$ cat src/rtl/irq_vector_pkg.sv
package irq_vector_pkg;

    localparam int NSRC    = 5;
    localparam int SRC_W   = 3;
    localparam int N_PAIR  = 2;
    localparam int CFG_W   = NSRC + 1;
    localparam int SRC_SER = 4;

    typedef enum logic [1:0] {
        CFG_ENABLE = 2'd0,
        CFG_LEVEL  = 2'd1,
        CFG_SENSE  = 2'd2,
        CFG_NONE   = 2'd3
    } cfg_sel_e;

    typedef struct packed {
        logic              ea;
        logic [NSRC-1:0]   en;
        logic [NSRC-1:0]   hi;
        logic [N_PAIR-1:0] edge_sel;
    } cfg_t;

    typedef struct packed {
        logic             valid;
        logic             high;
        logic [SRC_W-1:0] idx;
    } grant_t;

    // Returns {found, index of lowest set bit}
    function automatic logic [SRC_W:0] first_set(input logic [NSRC-1:0] v);
        logic [SRC_W:0] r;
        r = '0;
        for (int i = NSRC - 1; i >= 0; i--) begin
            if (v[i]) r = {1'b1, SRC_W'(i)};
        end
        return r;
    endfunction

endpackage

$ cat src/rtl/irq_ext_sense.sv
module irq_ext_sense (
    input  logic clk,
    input  logic rst,
    input  logic stb,
    input  logic pin_n,
    input  logic edge_mode,
    input  logic hw_clr,
    output logic flag_q,
    output logic flag_d
);
    logic pin_q;

    always_comb begin
        if (edge_mode) flag_d = (pin_q & ~pin_n) | (flag_q & ~hw_clr);
        else           flag_d = ~pin_n;
    end

    always_ff @(posedge clk) begin
        if (rst) begin
            pin_q  <= 1'b1;
            flag_q <= 1'b0;
        end else if (stb) begin
            pin_q  <= pin_n;
            flag_q <= flag_d;
        end
    end

    p_edge_sets_r8: assert property (@(posedge clk) disable iff (rst)
        (stb && edge_mode && pin_q && !pin_n) |=> flag_q);
    p_level_tracks_r8: assert property (@(posedge clk) disable iff (rst)
        (stb && !edge_mode) |=> (flag_q == !$past(pin_n)));
    p_holds_between_r5: assert property (@(posedge clk) disable iff (rst)
        !stb |=> $stable(flag_q));

endmodule

$ cat src/rtl/irq_pick.sv
module irq_pick
    import irq_vector_pkg::*;
(
    input  logic [NSRC-1:0] req,
    input  logic [NSRC-1:0] en,
    input  logic [NSRC-1:0] hi_sel,
    input  logic            ea,
    input  logic            allow,
    input  logic            busy_hi,
    input  logic            busy_lo,
    output grant_t          grant
);
    logic [SRC_W:0] f_hi;
    logic [SRC_W:0] f_lo;

    always_comb begin
        f_hi  = first_set(req & en & hi_sel);
        f_lo  = first_set(req & en & ~hi_sel);
        grant = '0;
        if (allow && ea) begin
            if (!busy_hi && f_hi[SRC_W]) begin
                grant.valid = 1'b1;
                grant.high  = 1'b1;
                grant.idx   = f_hi[SRC_W-1:0];
            end else if (!busy_hi && !busy_lo && f_lo[SRC_W]) begin
                grant.valid = 1'b1;
                grant.high  = 1'b0;
                grant.idx   = f_lo[SRC_W-1:0];
            end
        end
    end

endmodule

$ cat src/rtl/irq_nest_track.sv
module irq_nest_track (
    input  logic clk,
    input  logic rst,
    input  logic take,
    input  logic take_high,
    input  logic reti_ev,
    output logic in_hi,
    output logic in_lo
);
    always_ff @(posedge clk) begin
        if (rst) begin
            in_hi <= 1'b0;
            in_lo <= 1'b0;
        end else if (take) begin
            if (take_high) in_hi <= 1'b1;
            else           in_lo <= 1'b1;
        end else if (reti_ev) begin
            if (in_hi) in_hi <= 1'b0;
            else       in_lo <= 1'b0;
        end
    end

    p_no_hi_nest_r11: assert property (@(posedge clk) disable iff (rst)
        take |-> !in_hi);
    p_lo_needs_idle_r11: assert property (@(posedge clk) disable iff (rst)
        (take && !take_high) |-> !in_lo);
    p_take_not_on_reti_r6: assert property (@(posedge clk) disable iff (rst)
        take |-> !reti_ev);
    p_reti_pops_hi_r12: assert property (@(posedge clk) disable iff (rst)
        (reti_ev && in_hi) |=> (!in_hi && $stable(in_lo)));
    p_reti_pops_lo_r12: assert property (@(posedge clk) disable iff (rst)
        (reti_ev && !in_hi && in_lo) |=> !in_lo);

endmodule

$ cat src/rtl/irq_vector_arb.sv
module irq_vector_arb
    import irq_vector_pkg::*;
#(
    parameter int ADDR_W   = 16,
    parameter int VEC_BASE = 3,
    parameter int VEC_STEP = 8
) (
    input  logic                    clk,
    input  logic                    rst,
    input  logic                    mcycle_stb,
    input  logic [N_PAIR-1:0]       ext_pin_n,
    input  logic [N_PAIR-1:0]       tmr_ovf,
    input  logic                    ser_rx_flag,
    input  logic                    ser_tx_flag,
    input  logic                    cfg_we,
    input  logic [1:0]              cfg_sel,
    input  logic [CFG_W-1:0]        cfg_wdata,
    input  logic                    instr_last,
    input  logic                    instr_reti,
    input  logic                    instr_cfg_wr,
    output logic                    call_req,
    output logic [ADDR_W-1:0]       call_vec,
    output logic [1:0]              in_service,
    output logic [N_PAIR-1:0]       ext_flag
);
    cfg_t              cfg_q;
    cfg_sel_e          sel;
    logic [NSRC-1:0]   req_nxt;
    logic [NSRC-1:0]   snap_q;
    logic [NSRC-1:0]   clr_vec;
    logic [N_PAIR-1:0] tf_q;
    logic [N_PAIR-1:0] tf_d;
    logic              allow;
    logic              reti_ev;
    logic              in_hi;
    logic              in_lo;
    grant_t            grant;

    assign sel     = cfg_sel_e'(cfg_sel);
    assign allow   = mcycle_stb & instr_last & ~instr_reti & ~instr_cfg_wr;
    assign reti_ev = mcycle_stb & instr_last & instr_reti;
    assign clr_vec = grant.valid ? (NSRC'(1) << grant.idx) : '0;

    // configuration registers
    always_ff @(posedge clk) begin
        if (rst) begin
            cfg_q <= '0;
        end else if (cfg_we) begin
            case (sel)
                CFG_ENABLE: begin
                    cfg_q.ea <= cfg_wdata[CFG_W-1];
                    cfg_q.en <= cfg_wdata[NSRC-1:0];
                end
                CFG_LEVEL: cfg_q.hi       <= cfg_wdata[NSRC-1:0];
                CFG_SENSE: cfg_q.edge_sel <= cfg_wdata[N_PAIR-1:0];
                default: ;
            endcase
        end
    end

    // external pin / timer pairs share the interleaved source order
    for (genvar g = 0; g < N_PAIR; g++) begin : g_pair
        irq_ext_sense u_sense (
            .clk       (clk),
            .rst       (rst),
            .stb       (mcycle_stb),
            .pin_n     (ext_pin_n[g]),
            .edge_mode (cfg_q.edge_sel[g]),
            .hw_clr    (clr_vec[2*g]),
            .flag_q    (ext_flag[g]),
            .flag_d    (req_nxt[2*g])
        );

        assign tf_d[g]         = tmr_ovf[g] | (tf_q[g] & ~clr_vec[2*g+1]);
        assign req_nxt[2*g+1]  = tf_d[g];

        p_timer_clr_r9: assert property (@(posedge clk) disable iff (rst)
            (grant.valid && grant.idx == SRC_W'(2*g+1) && !tmr_ovf[g]) |=> !tf_q[g]);
    end

    assign req_nxt[SRC_SER] = ser_rx_flag | ser_tx_flag;

    always_ff @(posedge clk) begin
        if (rst) tf_q <= '0;
        else     tf_q <= tf_d;
    end

    // capture on one strobe, arbitrate on the next
    always_ff @(posedge clk) begin
        if (rst)             snap_q <= '0;
        else if (mcycle_stb) snap_q <= req_nxt;
    end

    irq_pick u_pick (
        .req     (snap_q),
        .en      (cfg_q.en),
        .hi_sel  (cfg_q.hi),
        .ea      (cfg_q.ea),
        .allow   (allow),
        .busy_hi (in_hi),
        .busy_lo (in_lo),
        .grant   (grant)
    );

    irq_nest_track u_nest (
        .clk       (clk),
        .rst       (rst),
        .take      (grant.valid),
        .take_high (grant.high),
        .reti_ev   (reti_ev),
        .in_hi     (in_hi),
        .in_lo     (in_lo)
    );

    always_ff @(posedge clk) begin
        if (rst) begin
            call_req <= 1'b0;
            call_vec <= '0;
        end else begin
            call_req <= grant.valid;
            if (grant.valid)
                call_vec <= ADDR_W'(VEC_BASE) + ADDR_W'(grant.idx) * ADDR_W'(VEC_STEP);
        end
    end

    assign in_service = {in_hi, in_lo};

    p_call_boundary_r6: assert property (@(posedge clk) disable iff (rst)
        call_req |-> $past(mcycle_stb && instr_last && !instr_reti && !instr_cfg_wr));
    p_call_needs_ea_r4: assert property (@(posedge clk) disable iff (rst)
        call_req |-> $past(cfg_q.ea));
    p_snap_on_stb_r5: assert property (@(posedge clk) disable iff (rst)
        !mcycle_stb |=> $stable(snap_q));

endmodule

$ cat config.mk
export PLATFORM = sky130hd
export DESIGN_NAME = irq_vector_arb
export DESIGN_NICKNAME = d
export VERILOG_FILES = /design/src/rtl/irq_vector_pkg.sv /design/src/rtl/irq_ext_sense.sv /design/src/rtl/irq_pick.sv /design/src/rtl/irq_nest_track.sv /design/src/rtl/irq_vector_arb.sv
export SDC_FILE = /design/constraint.sdc
export NUM_CORES = 1
export LEC_CHECK = 0
export ABC_AREA = 1
export BUFFER_PORTS_ARGS = -buffer_cell sky130_fd_sc_hd__buf_2
export CORE_ASPECT_RATIO = 0.5
export CORE_MARGIN = 4
export CORE_UTILIZATION = 50
export DETAILED_ROUTE_END_ITERATION = 10
export PLACE_DENSITY = 0.83
export REMOVE_ABC_BUFFERS = 1
export SYNTH_ARGS = -nofsm -noshare
export SYNTH_HDL_FRONTEND = slang
export SYNTH_SLANG_ARGS = --single-unit
$ cat constraint.sdc
create_clock -name clk -period 1.6 [get_ports clk]
set_input_delay 0 -clock clk [delete_from_list [all_inputs] [get_ports clk]]
set_output_delay 0 -clock clk [all_outputs]
set_load 0.03 [all_outputs]
# --- Yosys cells after proc, flatten, opt, wreduce, memory -nomap -nowiden ---
# Index checks and enable logic that the tools add are counted.
classes:
  add_sub_neg: 1
  eq_ne: 5
  n_shift: 1
  mux: 23
  n_bitwise: 27
  n_reduce_logical: 13
op_table:
  columns: ["op", "n"]
  rows:
  - ["4-bit 2-to-1 mux", 11]
  - ["5-bit bitwise AND", 3]
  - ["5-bit 2-to-1 mux", 3]
  - ["1-bit bitwise AND", 10]
  - ["1-bit 2-to-1 mux", 9]
  - ["1-bit NOT", 8]
  - ["2-bit AND reduction", 4]
  - ["2-bit by 6-bit adder with 7-bit output, first input constant", 1]
  - ["2-bit inequality test, second input constant", 3]
  - ["5-bit NOT", 1]
  - ["1-bit OR", 5]
  - ["1-bit logical AND", 4]
  - ["1-bit by 3-bit << shifter with 4-bit output, first input constant", 1]
  - ["3-bit AND reduction", 1]
  - ["2-bit by 1-bit == test with 1-bit output, second input constant", 1]
  - ["2-bit == test, second input constant", 1]
  - ["1-bit logical NOT", 2]
  - ["2-bit logical NOT", 1]
  - ["2-bit nonzero test", 1]
totals:
  register_bits: 43
  inputBits: 21
  out_inout_bits: 21
  wordCells: 84

# --- Longest topological paths before layout ---
# Gate-level depths: netlist of the first run.
logic_depth:
  word_depth: 17
  depth_mapped: 13
  depth_no_buf: 13

# --- By module ---
# Synthesis of the first run repeated with hierarchy kept, for this count alone.
hier_totals:
  hier_cells: 245
  hier_area_um2: 1665.3
modules_own_cells:
  columns: ["mod", "instances", "cells_per_inst", "area_each_um2", "seq_area_each_um2"]
  rows:
  - ["irq_vector_arb", 1, 142, 1088.5, 500.5]
  - ["irq_pick", 1, 58, 294.0, 0.0]
  - ["irq_ext_sense", 2, 16, 97.6, 40.0]
  - ["irq_nest_track", 1, 13, 87.6, 40.0]

# --- Worst setup path after synthesis of the first run ---
# OpenSTA, ideal clock, no wires.
synth_path:
  path_type: "flip-flop to flip-flop"
  startpoint: "register snap_q[2]"
  endpoint: "register snap_q[1]"
  setup_ns: 0.109
  arrival_time_ns: 1.208
  t_required_ns: 1.491
  setup_slack_ns: 0.283
  path_stages_with_launch: 13
  path_buffers: 0
  cell_sequence: "dfxtp_1 -> nand3_1 -> nand2_1 -> nor2_2 -> nand2_2 -> nand2_2 -> nand3_2 -> nand2_1 -> nand2_1 -> nand2_1 -> nand3_1 -> nand2_1 -> inv_1"
synth_between:
  elab_chain_cells: 14
  elab_cells_between_ends: 19
  classes_between: "shift (1); mux (10); bitwise (6); reduce/logical (2)"
synth_rtl:
  columns: ["item", "line_no", "text"]
  rows:
  - ["start: declaration", "irq_vector_arb.sv:29", "logic [NSRC-1:0] snap_q;"]
  - ["start signal: assignment", "irq_vector_arb.sv:91", "else if (mcycle_stb) snap_q <= req_nxt;"]
  - ["5-bit bitwise AND *", "irq_pick.sv:17, irq_pick.sv:18", null]
  - ["5-bit bitwise AND", "irq_pick.sv:18", "f_lo = first_set(req & en & ~hi_sel);"]
  - ["4-bit 2-to-1 mux (3 in series)", "irq_vector_pkg.sv:34", "if (v[i]) r = {1'b1, SRC_W'(i)};"]
  - ["1-bit logical AND", "irq_pick.sv:25", "end else if (!busy_hi && !busy_lo && f_lo[SRC_W]) begin"]
  - ["5-bit 2-to-1 mux", "irq_pick.sv:25", null]
  - ["5-bit 2-to-1 mux *", "irq_pick.sv:21", "if (!busy_hi && f_hi[SRC_W]) begin"]
  - ["5-bit 2-to-1 mux *", "irq_pick.sv:20", "if (allow && ea) begin"]
  - ["1-bit by 3-bit << shifter with 4-bit output", "irq_vector_arb.sv:42", "assign clr_vec = grant.valid ? (NSRC'(1) << grant.idx) : '0;"]
  - ["4-bit 2-to-1 mux *", "irq_vector_arb.sv:42", null]
  - ["1-bit NOT *", "irq_vector_arb.sv:74", "assign tf_d[g] = tmr_ovf[g] | (tf_q[g] & ~clr_vec[2*g+1]);"]
  - ["1-bit bitwise AND *", "irq_vector_arb.sv:74", null]
  - ["1-bit OR *", "irq_vector_arb.sv:74", null]
# Every way passes the cells marked *; elsewhere a longest branch is shown, timed or not.
# A chain may end at the register's enable or synchronous reset.

# --- Worst setup path in the final report of the first run ---
layout_path:
  startpoint: "register snap_q[3]"
  endpoint: "register snap_q[1]"
layout_between:
  elab_chain_cells: 15
  elab_cells_between_ends: 21
  classes_between: "shift (1); mux (12); bitwise (6); reduce/logical (2)"
layout_rtl:
  columns: ["item", "line_no"]
  rows:
  - ["5-bit bitwise AND *", "irq_pick.sv:17, irq_pick.sv:18"]
  - ["5-bit bitwise AND", "irq_pick.sv:18"]
  - ["4-bit 2-to-1 mux (4 in series)", "irq_vector_pkg.sv:34"]
  - ["1-bit logical AND", "irq_pick.sv:25"]
  - ["5-bit 2-to-1 mux", "irq_pick.sv:25"]
  - ["5-bit 2-to-1 mux *", "irq_pick.sv:21"]
  - ["5-bit 2-to-1 mux *", "irq_pick.sv:20"]
  - ["1-bit by 3-bit << shifter with 4-bit output", "irq_vector_arb.sv:42"]
  - ["4-bit 2-to-1 mux *", "irq_vector_arb.sv:42"]
  - ["1-bit NOT *", "irq_vector_arb.sv:74"]
  - ["1-bit bitwise AND *", "irq_vector_arb.sv:74"]
  - ["1-bit OR *", "irq_vector_arb.sv:74"]
# Marks and branches as above.

==> metrics, run 1 <==
Post-Place Cells 271; layout cells sized above 1 0.252; number of antenna diodes 0; multi-input logic area 733 um^2; largest net degree at the start of global routing 21; vias in the first global route 1259; synthesized-area fraction occupied by adder cells 0; CTS tree done; post-synth top area cell dfxtp_1; CTS max path bufs 2; post-synth top area share 0.389; synthesized area 1490 um^2; WHS Path Cells 4; Hold Vio Cnt, Final 0; Final Max Tran Viols 0; fillers 216; Post-synth top cells nand2_1 (33), nor2_1 (30), dfxtp_1 (29); pre-CTS WS 0.108 ns; final setup violation count 0; Area Growth Syn to Fin 25.3%; DP HPWL 2.51 mm; Seq. cell area 583 um^2; I/O Pins 42; register bit total from synthesis 29; Final period util 0.956; die area 3980 um^2; Worst R2R Path Depth 12; DR pass1 iterations 4; Post-synth top flop dfxtp_1; Slew HR 0.655; Clk pin slew, worst setup/hold paths 0.06 ns; WP data required 1.79 ns; Hold WS 0.0186 ns; final worst path period need 1.53 ns; clk_lat worst skew 0.29 ns; final RePlAce weighted congestion 0.930; FF-to-FF Start snap_q[3]$_SDFFE_PP0P_; FFs w/ async S/R, synth 0; first-pass GRT wire length 5.83 mm; Yosys warnings 0; Initial Utilization 0.550; Mapped Cells 213; VDD IR max 479 uV; launch point of the worst path snap_q[3]$_SDFFE_PP0P_; status complete, no violations; core area 2720 um^2; CTS Buf Count 5; RSZ-0062 raised after global routing yes; 1st-iter DRT viols 108; final cell count without fillers 295; Nets 279; Syn Area/Cell 7.01 um^2; I/O Buffers 30; root buffer cell clkbuf_8; Synth area leaders dfxtp_1 (39%), nand2_1 (8.3%), buf_4 (8.0%); Cell Pwr Density 858 nW/um^2; Final ANT Viol Nets 0; Die Width 85.3 um; TritonCTS Sinks 29; Total GRT Usage 0.198; Worst Skew 0.00435 ns; Max Fclk 0.654 GHz; largest family of logic cells by synthesized area simple AND/OR/NAND/NOR gates; Tightest Pin Transition 0.517 ns; CP arrival 1.71 ns; leakage power 0.914 nW; Placed Area 1600 um^2; max-cap check violation count 0; Vias 1452; height of the die 46.6 um; CP Capture Type flop; post-synthesis compound-gate area fraction 0.143; Final WS setup 0.0708 ns; drt drc 0; kind of critical path reg -> reg; GR Overflow Total 0; hold wc startpoint instr_reti; DR vias/cell 4.92; top fanout value on the critical path 5; Detailed Route WL 3.71 mm; post-DR wirelength/cell 12.6 um; Distinct cells, synth 27; sequential fraction of the synthesis area 0.389; top-count cell post-synth nand2_1; area share of xor/xnor cells in the synthesized design 0; CTS HTree Levels 2; setup TNS 0 ns; Worst Setup Start Kind flop; cell area after layout 1870 um^2; # rows 13; post-synthesis simple-gate area fraction 0.305; proportion of synthesized area in mux cells 0; worst min path class in -> reg; antenna violations before repair 0; number of synthesized flops with an enable pin 0
sequential cells by signal, summed over array words and instances, names as in the netlist:
signal	flops
cfg_q	13
g_pair.u_sense.pin_q	2
u_nest.in_hi	1
call_req	1
u_nest.in_lo	1
call_vec	4
snap_q	5
tf_q	2
placed cells by master, fill, tap and decap left out, drive strengths merged:
cell type,instances
nor3,4
a21oi,13
nand2,37
o21bai,1
dfxtp,29
o211ai,2
nand3b,1
conb,11
inv,27
nor2,34
buf,35
nand4,1
nand3,22
o21ai,20
a21boi,1
dlygate4sd3,13
clkbuf,7
critical path: stages (launching register included):
cell	delay, ns
dfxtp_1	0.33
nand3_1	0.11
nand2_1	0.10
nor2_2	0.14
nand2_2	0.10
nand2_2	0.12
nand3_2	0.11
nand2_2	0.07
nand2_1	0.07
nand2_2	0.07
nand3_1	0.08
nand2_1	0.07
inv_1	0.04
cell families after synthesis:
| logic type | count (synthesis) |
|---|---|
| compound gates | 37 |
| flops | 29 |
| other cells | 1 |
| simple gates | 99 |
| buf+inv | 47 |
what timing repair did:
item,4_1_cts,5_1_grt
buffers inserted,0,4
setup endpoints to repair,0,4
hold endpoints to repair,12,0
resized for setup,0,10
hold buffers,13,0
stage by stage:
step	total power, mW	util
after floorplan	0.903	-
after global placement	0.961	0.588
after detailed placement	0.966	0.588
after CTS	1.60	0.668
after global routing	1.67	0.689
final	1.60	0.689
final timing paths:
kind	to	slack [ns]
hold / removal	u_nest.in_hi$_SDFFE_PP0P_	0.02
hold reg to reg	call_vec[4]$_SDFFE_PP0P_	0.46
setup reg to reg	snap_q[1]$_SDFFE_PP0P_	0.07
setup / recovery	snap_q[1]$_SDFFE_PP0P_	0.07
report_power, final:
| part | total [mW] | switching [mW] | leakage (nW) | internal [mW] |
|---|---|---|---|---|
| Sequential | 0.784 | 0.0264 | 0.238 | 0.757 |
| Clock | 0.618 | 0.278 | 0.0443 | 0.340 |
| Combinational | 0.203 | 0.129 | 0.631 | 0.0747 |
| Total | 1.60 | 0.432 | 0.914 | 1.17 |
per-layer routing:
layer / up-vias / share of wire / track usage
met1: 640 / 0.44 / 0.239
met4: 0 / 0.023 / 0.0946
li1: 739 / - / -
met2: 66 / 0.44 / 0.323
met3: 7 / 0.099 / 0.0714
met5: - / 0 / 0
cell type report:
class,count,area share
clock buffer,7,0.0462
timing repair buffer,48,0.170
tap,37,0.0247
sequential,29,0.312
multi-input combinational,147,0.392
inverter,27,0.0555
Note: power is estimated with default switching activity, not from simulation.
==> run 2, diff against run 1 <==
--- a/config.mk
+++ b/config.mk
@@ -6,13 +6,12 @@
 export NUM_CORES = 1
 export LEC_CHECK = 0
 export ABC_AREA = 1
-export BUFFER_PORTS_ARGS = -buffer_cell sky130_fd_sc_hd__buf_2
 export CORE_ASPECT_RATIO = 0.5
 export CORE_MARGIN = 4
 export CORE_UTILIZATION = 50
 export DETAILED_ROUTE_END_ITERATION = 10
-export PLACE_DENSITY = 0.83
-export REMOVE_ABC_BUFFERS = 1
+export DONT_BUFFER_PORTS = 1
+export PLACE_DENSITY = 0.71
 export SYNTH_ARGS = -nofsm -noshare
 export SYNTH_HDL_FRONTEND = slang
 export SYNTH_SLANG_ARGS = --single-unit
==> run 2 against run 1 <==
Compared with the run above:
- the run now ends with hold timing left
- critical path depth down 1
- clock skew about the same
- non-clock buffer count down 26
- combinational power down 7%
- cell count down 8.5%
- setup slack better by 0.039 ns
- critical endpoint unchanged
- largest power group is now clock
==> metrics, run 2 (synthesis gave the netlist of run 1 again) <==
Sw Share 0.248; Vias 1391; clk_lat worst skew 0.28 ns; 1st-iter DRT viols 74; root buffer cell clkbuf_8; DR vias/cell 5.15; drt drc 0; status finished, violations left; most frequent cells in the layout nand2_1 (32), nor2_1 (30), dfxtp_1 (26); Post-Place Cells 246; final cell count without fillers 270; kind of critical path reg -> reg; Clk pin slew, worst setup/hold paths 0.07 ns; Hold WS -0.00455 ns; max-cap check violation count 0; Area Growth Syn to Fin 20.3%; largest registers cfg_q (13), snap_q (5), call_vec (4); Comb power frac 0.106; I/O Buffers 0; RSZ-0062 raised after global routing no; final setup violation count 0; Total GRT Usage 0.194; final RePlAce weighted congestion 0.807; post-CTS setup buffer count 0; CTS HTree Levels 2; post-DR wirelength/cell 13.2 um; Worst Setup Start Kind flop; hold wc startpoint cfg_sel[1]; TritonCTS Sinks 29; antenna violations before repair 0; launch point of the worst path snap_q[1]$_SDFFE_PP0P_; CTS tree done; # rows 13; first-pass GRT wire length 5.73 mm; max reg flops 13; top fanout value on the critical path 5; Max Fclk 0.671 GHz; Nets 253; Worst Skew 0.00467 ns; I/O Pins 42; failing checks hold timing; leakage power 0.827 nW; DP HPWL 2.44 mm; DR pass1 iterations 4; GR Overflow Total 0; Slew HR 0.653; CP Capture Type flop; Final Max Tran Viols 0; most flop-heavy register cfg_q; Cell Int Power 1.33 mW; worst min path class in -> reg; commonest non-fill, non-tap cell in the layout nand2_1; Detailed Route WL 3.56 mm; Tightest Pin Transition 0.519 ns; WP data required 1.79 ns; Initial Utilization 0.550; Cell Pwr Density 985 nW/um^2; die area 3980 um^2; core area 2720 um^2; height of the die 46.6 um; final worst path period need 1.49 ns; CTS max path bufs 2; number of antenna diodes 0; CTS Buf Count 5; VDD IR max 482 uV; largest net degree at the start of global routing 21; Flop pwr share 0.442; Die Width 85.3 um; CP arrival 1.68 ns; layout cells sized above 1 0.155; setup TNS 0 ns; Hold Vio Cnt, Final 1; Final period util 0.931; final core utilization 0.661; FF-to-FF Start snap_q[1]$_SDFFE_PP0P_; fillers 221; vias in the first global route 1214; P_sw 0.439 mW; clock network power share 0.451; Final ANT Viol Nets 0
run 2: layer usage:
| metal | wire length [um] | vias up | global-route usage |
|---|---|---|---|
| met5 | 0 | - | 0 |
| met4 | 38 | 0 | 0.0757 |
| met1 | 1600 | 642 | 0.246 |
| li1 | - | 693 | - |
| met2 | 1580 | 49 | 0.310 |
| met3 | 344 | 7 | 0.0643 |
run 2: cell type report:
| cell class | instances | area [um^2] | area share |
|---|---|---|---|
| Sequential cell | 29 | 584 | 0.325 |
| Clock inverter | 1 | 30.0 | 0.0167 |
| Timing Repair Buffer | 22 | 208 | 0.116 |
| Clock buffer | 7 | 86.3 | 0.0481 |
| Inverter | 27 | 103 | 0.0571 |
| Multi-Input combinational cell | 147 | 738 | 0.411 |
| Tap cell | 37 | 46.3 | 0.0258 |
run 2: power groups by stage:
stage | Combinational, mW | Sequential [mW] | Clock [mW]
after floorplan | 0.149 | 0.788 | 0
after global placement | 0.137 | 0.793 | 0
after detailed placement | 0.140 | 0.794 | 0
after CTS | 0.180 | 0.778 | 0.803
after global routing | 0.207 | 0.785 | 0.846
final | 0.188 | 0.782 | 0.798
run 2: path summary, 6_finish.rpt:
kind / end / slack [ns] / depth (start not counted)
hold / removal: cfg_q[3]$_SDFFE_PP0P_ / -0.005 / 3
setup reg to reg: snap_q[1]$_SDFFE_PP0P_ / 0.11 / 11
setup / recovery: snap_q[1]$_SDFFE_PP0P_ / 0.11 / 11
hold reg to reg: cfg_q[12]$_SDFFE_PP0P_ / 0.46 / 2
run 2: per-stage QoR:
step	power, mW	area (um^2)	setup WS (ns)
after floorplan	0.937	1530	0.283
after global placement	0.929	1490	0.146
after detailed placement	0.934	1490	0.127
after CTS	1.76	1760	0.0888
after global routing	1.84	1800	0.0000884
final	1.77	1800	0.110
run 2: critical path: stages, from the launching register on:
cell and delay [ns]:
dfxtp_1 0.41, nand3_2 0.12, nand2_1 0.09, nor2_2 0.05
nand2_2 0.10, nand2_4 0.08, a21oi_2 0.19, nand2_1 0.07
nand2_1 0.07, nand3_1 0.08, nand2_1 0.08, inv_1 0.04
run 2: what timing repair did:
item | in CTS | in global routing
endpoints found under the hold margin | 27 | 0
hold buffers | 16 | 0
gates resized for setup | 0 | 11
setup endpoints to repair | 0 | 4
